### config.mk
export PLATFORM = sky130hd
export DESIGN_NAME = seg_cache
export DESIGN_NICKNAME = d
export VERILOG_FILES = /design/src/rtl/seg_pkg.sv /design/src/rtl/seg_desc_unpack.sv /design/src/rtl/seg_load_fsm.sv /design/src/rtl/seg_addr_gen.sv /design/src/rtl/seg_cache.sv
export SDC_FILE = /design/constraint.sdc
export NUM_CORES = 1
export LEC_CHECK = 0
export ABC_CLOCK_PERIOD_IN_PS = 6400
export BUFFER_PORTS_ARGS = -buffer_cell sky130_fd_sc_hd__buf_2
export CORE_UTILIZATION = 30
export DETAILED_ROUTE_END_ITERATION = 8
export PLACE_DENSITY_LB_ADDON = 0.3
export RECOVER_POWER = 100
export SYNTH_ARGS = -nofsm -noshare
export SYNTH_HDL_FRONTEND = slang
export SYNTH_HIERARCHICAL = 1
export SYNTH_SLANG_ARGS = --single-unit
### constraint.sdc
create_clock -name clk_i -period 6.4 [get_ports clk_i]
set_input_delay 1.92 -clock clk_i [delete_from_list [all_inputs] [get_ports clk_i]]
set_output_delay 1.92 -clock clk_i [all_outputs]
set_load 0.05 [all_outputs]
### src/rtl/seg_pkg.sv
package seg_pkg;
  localparam int unsigned DESC_W = 64;
  localparam int unsigned ADDR_W = 32;
  localparam int unsigned LIM_W  = 20;

  typedef struct packed {
    logic [ADDR_W-1:0] base;
    logic [LIM_W-1:0]  limit;
    logic [7:0]        attr;
  } seg_desc_t;

  typedef enum logic {ST_IDLE, ST_READ} ld_state_e;
endpackage

### src/rtl/seg_desc_unpack.sv
module seg_desc_unpack
  import seg_pkg::*;
(
  input  logic [DESC_W-1:0] raw_i,
  output seg_desc_t         desc_o
);
  logic [15:0] lim_lo, base_lo;
  logic [7:0]  base_mid, attr, flags, base_hi;

  assign lim_lo   = raw_i[15:0];
  assign base_lo  = raw_i[31:16];
  assign base_mid = raw_i[39:32];
  assign attr     = raw_i[47:40];
  assign flags    = raw_i[55:48];
  assign base_hi  = raw_i[63:56];

  always_comb begin
    desc_o.base  = {base_hi, base_mid, base_lo};
    desc_o.limit = {flags[3:0], lim_lo};
    desc_o.attr  = attr;
  end
endmodule

### src/rtl/seg_load_fsm.sv
module seg_load_fsm
  import seg_pkg::*;
#(
  parameter int unsigned SEL_W       = 16,
  parameter int unsigned TBL_ENTRIES = 8192,
  localparam int unsigned IDX_W      = SEL_W - 3
) (
  input  logic             clk_i,
  input  logic             rst_ni,
  input  logic             load_i,
  input  logic [SEL_W-1:0] load_sel_i,
  input  logic             rd_valid_i,
  input  seg_desc_t        fetched_i,
  output logic             busy_o,
  output logic             sel_fault_o,
  output logic             rd_req_o,
  output logic [IDX_W-1:0] rd_idx_o,
  output logic [SEL_W-1:0] sel_o,
  output seg_desc_t        desc_o,
  output logic             null_o
);
  ld_state_e        state_q;
  logic [SEL_W-1:0] pend_sel_q;
  logic [IDX_W-1:0] idx;
  logic             out_of_range;

  assign idx          = load_sel_i[SEL_W-1:3];
  assign out_of_range = 32'(idx) >= TBL_ENTRIES;
  assign busy_o       = (state_q == ST_READ);
  assign rd_req_o     = busy_o;

  always_ff @(posedge clk_i or negedge rst_ni) begin
    if (!rst_ni) begin
      state_q     <= ST_IDLE;
      pend_sel_q  <= '0;
      rd_idx_o    <= '0;
      sel_fault_o <= 1'b0;
      sel_o       <= '0;
      desc_o      <= '0;
      null_o      <= 1'b1;
    end else begin
      sel_fault_o <= 1'b0;
      unique case (state_q)
        ST_IDLE: if (load_i) begin
          if (out_of_range) begin
            sel_fault_o <= 1'b1;          // cache left untouched
          end else if (idx == '0) begin
            sel_o  <= load_sel_i;         // null: no table read
            desc_o <= '0;
            null_o <= 1'b1;
          end else begin
            state_q    <= ST_READ;
            rd_idx_o   <= idx;
            pend_sel_q <= load_sel_i;
          end
        end
        ST_READ: if (rd_valid_i) begin
          desc_o  <= fetched_i;
          sel_o   <= pend_sel_q;
          null_o  <= 1'b0;
          state_q <= ST_IDLE;
        end
        default: state_q <= ST_IDLE;
      endcase
    end
  end
endmodule

### src/rtl/seg_addr_gen.sv
module seg_addr_gen
  import seg_pkg::*;
(
  input  logic              clk_i,
  input  logic              rst_ni,
  input  logic              req_i,
  input  logic [ADDR_W-1:0] off_i,
  input  logic [ADDR_W-1:0] base_i,
  input  logic              null_i,
  output logic              valid_o,
  output logic [ADDR_W-1:0] addr_o,
  output logic              null_o
);
  always_ff @(posedge clk_i or negedge rst_ni) begin
    if (!rst_ni) begin
      valid_o <= 1'b0;
      addr_o  <= '0;
      null_o  <= 1'b0;
    end else begin
      valid_o <= req_i;
      null_o  <= req_i & null_i;
      if (req_i) addr_o <= base_i + off_i;  // wraps modulo 2^ADDR_W
    end
  end
endmodule

### src/rtl/seg_cache.sv
module seg_cache
  import seg_pkg::*;
#(
  parameter int unsigned SEL_W       = 16,
  parameter int unsigned TBL_ENTRIES = 8192
) (
  input  logic               clk_i,
  input  logic               rst_ni,
  input  logic               load_i,
  input  logic [SEL_W-1:0]   load_sel_i,
  output logic               busy_o,
  output logic               sel_fault_o,
  output logic               rd_req_o,
  output logic [SEL_W-4:0]   rd_idx_o,
  input  logic               rd_valid_i,
  input  logic [63:0]        rd_data_i,
  input  logic               xl_req_i,
  input  logic [31:0]        xl_off_i,
  output logic               xl_ready_o,
  output logic               xl_valid_o,
  output logic [31:0]        xl_addr_o,
  output logic               xl_null_o,
  output logic [SEL_W-1:0]   sel_o,
  output logic [31:0]        base_o,
  output logic [19:0]        limit_o
);
  seg_desc_t fetched, cached;
  logic      cached_null;

  seg_desc_unpack u_unpack (
    .raw_i  (rd_data_i),
    .desc_o (fetched)
  );

  seg_load_fsm #(.SEL_W(SEL_W), .TBL_ENTRIES(TBL_ENTRIES)) u_load (
    .clk_i       (clk_i),
    .rst_ni      (rst_ni),
    .load_i      (load_i),
    .load_sel_i  (load_sel_i),
    .rd_valid_i  (rd_valid_i),
    .fetched_i   (fetched),
    .busy_o      (busy_o),
    .sel_fault_o (sel_fault_o),
    .rd_req_o    (rd_req_o),
    .rd_idx_o    (rd_idx_o),
    .sel_o       (sel_o),
    .desc_o      (cached),
    .null_o      (cached_null)
  );

  assign xl_ready_o = ~busy_o;

  seg_addr_gen u_agen (
    .clk_i   (clk_i),
    .rst_ni  (rst_ni),
    .req_i   (xl_req_i & xl_ready_o),
    .off_i   (xl_off_i),
    .base_i  (cached.base),
    .null_i  (cached_null),
    .valid_o (xl_valid_o),
    .addr_o  (xl_addr_o),
    .null_o  (xl_null_o)
  );

  assign base_o  = cached.base;
  assign limit_o = cached.limit;
endmodule

==> qor.txt <==
Outcome - complete, but fails checks
Violations in the final reports - capacitance limit, slew limit
Number of buffers added by the clock tree synthesis step - 17
Max Fclk - 207.0 MHz
Area of the mapped netlist - 6993 um2
Via count of the first global-routing pass - 5383
Die width - 154.7 um
Synth Warn # - 6
Root cell of the clock tree - sky130_fd_sc_hd__clkbuf_16
Clk_lat worst skew - 410 ps
DRC marker count from the first detailed-route iteration - 220
Crit Path Category - input port to flip-flop
Max Fanout on Critical Path - 20
Synthesized area divided by synthesized cell count - 10.34 um2
TritonCTS clock tree - done
Core Footprint - 22780 um2
Min-delay worst type - flip-flop to flip-flop
Minimum clock period - 4832 ps
Max Cap Violations - 4
Max IR drop VDD - 0.2060 mV
Endpoint class of the critical path - flip-flop
Number of hold-slack violations in the final timing report - 0
Clock skew after layout - 10.44 ps
Total power divided by cell area - 471.9 nW/um2
RR Endpoint - u_agen/addr_o[29]$_DFFE_PN0P_
Area growth syn-to-layout - 17.71%
Endpoints failing setup - 0
Sum of routed wire length over all layers - 18.18 mm
Leak - 3.707 nW
Unrepaired setup endpoints after global routing - no
Post-route insts no fill - 1151
Number of nets at the end of the flow - 973
Number of routed nets with antenna violations - 0
Hold worst-path end - u_agen/addr_o[7]$_DFFE_PN0P_
Total nets after synthesis - 825
Die span in y - 154.7 um
Share of the cycle needed by the critical path after routing - 0.7549
Number of input and output port buffers inserted - 222
Post-CTS Setup Inserts - 0
Max clock buf depth - 2
Average wire length per cell after detail routing - 15.80 um
Full die area - 23920 um2
Synthesized instance count - 676
Setup tns final - 0 ps
Max Slew Vio Count - 108
Detailed Place HPWL - 13.19 mm
Detailed-router iteration count before antenna repair - 5
Resize count post-CTS - 0
Number of clock sinks seen by CTS - 120
Boundary pin count - 236
Number of vias per cell after detailed routing - 4.670
GPL Wtd Cong - 0.7671
Hold-fix buffer count after cts - 0
Least-Margin Pin Slew - 2324 ps
Overflow left after global routing - 0
Number of cells on the worst reg-to-reg path - 7
WP data required - 6720 ps
Area of the multi-input gates - 3032 um2
Clock transition at the registers of the reported paths - 60 ps
Pin count of the biggest net entering global routing - 70
Sequential cell area - 3005 um2
Crit Reg-Reg Startpoint - u_load/busy_o$_DFF_PN0_
Post-route core utilization - 0.3614
GR Util All Layers - 0.1527
CP arrival - 5150 ps
Share of cells above drive strength 1 - 0.2736
Startpoint of the tightest hold check path - u_agen/addr_o[7]$_DFFE_PN0P_
Cell depth of the worst hold path - 1
Number of placement rows - 55
Max H-tree Level - 4
Fillers - 2400
First-pass GRT wire length - 28.59 mm
Number of placed cells counting well taps - 1118
Via total after detailed routing - 5375
Worst rel slew slack - -0.5494
Starting Density - 0.3070
DRC - 0
Number of antenna violations at the first check in global routing - 1
Element type at the critical path start - input port
Worst setup slack for register-to-register paths - 2200 ps
Total power consumption of the routed design - 0.003884 W
[power by group]
part / switching [W] / leakage, nW / internal (W)
Combinational: 0.00134 / 1.98 / 0.000475
Sequential: 0.000149 / 1.48 / 0.000999
Clock: 0.000375 / 0.257 / 0.000545
[through the flow]
step                setup slack [ps]  instance area, um2  hold slack [ps]
finish                          1568                8232            482.9
global route                    1172                8229            503.0
CTS                             1982                8468            484.3
detailed placement              1564                7901            471.7
global placement                1577                7901            461.8
floorplan                       2098                6993            474.9
[worst max path at each step]
stage | startpoint | end | slack [ps] | cells after the start
floorplan | xl_off_i[0] | u_agen/addr_o[20]$_DFFE_PN0P_ | 2100 | 11
global placement | xl_off_i[0] | u_agen/addr_o[30]$_DFFE_PN0P_ | 1580 | 12
detailed placement | xl_off_i[0] | u_agen/addr_o[30]$_DFFE_PN0P_ | 1560 | 12
CTS | xl_off_i[0] | u_agen/addr_o[30]$_DFFE_PN0P_ | 1980 | 12
global route | xl_req_i | u_agen/addr_o[29]$_DFFE_PN0P_ | 1170 | 7
finish | xl_req_i | u_agen/addr_o[29]$_DFFE_PN0P_ | 1570 | 7
[cell usage in the layout (no fill, tap or decap), types with 5 or more instances in the layout]
cell type and n:
sky130_fd_sc_hd__clkinvlp_4 7, sky130_fd_sc_hd__buf_2 102, sky130_fd_sc_hd__clkbuf_1 122, sky130_fd_sc_hd__xnor2_1 16, sky130_fd_sc_hd__clkbuf_16 17, sky130_fd_sc_hd__nor2_1 6, sky130_fd_sc_hd__o21ai_1 5, sky130_fd_sc_hd__nand2_1 11
sky130_fd_sc_hd__inv_1 62, sky130_fd_sc_hd__and3_1 6, sky130_fd_sc_hd__mux2_2 71, sky130_fd_sc_hd__a21oi_1 27, sky130_fd_sc_hd__nand2b_1 5, sky130_fd_sc_hd__nand3_1 56, sky130_fd_sc_hd__ha_1 31, sky130_fd_sc_hd__dfrtp_1 118
sky130_fd_sc_hd__xor2_1 12, sky130_fd_sc_hd__a211oi_1 5, sky130_fd_sc_hd__o21ai_0 62, sky130_fd_sc_hd__a21o_1 15
[sequential cells by signal, summed over array words and instances (netlist names)]
| register | flops |
|---|---|
| u_load/sel_o | 16 |
| u_agen/null_o | 1 |
| u_load/busy_o | 1 |
| u_load/null_o | 1 |
| u_agen/valid_o | 1 |
| u_load/pend_sel_q | 16 |
| u_load/desc_o | 52 |
| u_agen/addr_o | 32 |
[critical path, cell delays in order]
cell and delay [ps]:
sky130_fd_sc_hd__buf_2 80, sky130_fd_sc_hd__nor2b_1 1500, sky130_fd_sc_hd__clkbuf_1 880, sky130_fd_sc_hd__inv_1 350, sky130_fd_sc_hd__nor3b_1 270, sky130_fd_sc_hd__a21oi_1 60, sky130_fd_sc_hd__o211ai_1 90
[layer usage]
metal,global-route usage,up-vias,wire (um)
li1,-,2587,-
met1,0.1924,2595,8284
met2,0.2530,172,8551
met3,0.04455,19,1113
met4,0.04432,2,220
met5,0,-,13
[layout make-up]
type,count,area share
multi-input combinational,394,0.3683
sequential,120,0.3651
timing repair buffer,229,0.1216
clock buffer,18,0.05335
tap,313,0.04758
inverter,62,0.02827
clock inverter,14,0.01550
antenna,1,0.0003040
(Power assumes the default switching activity.)
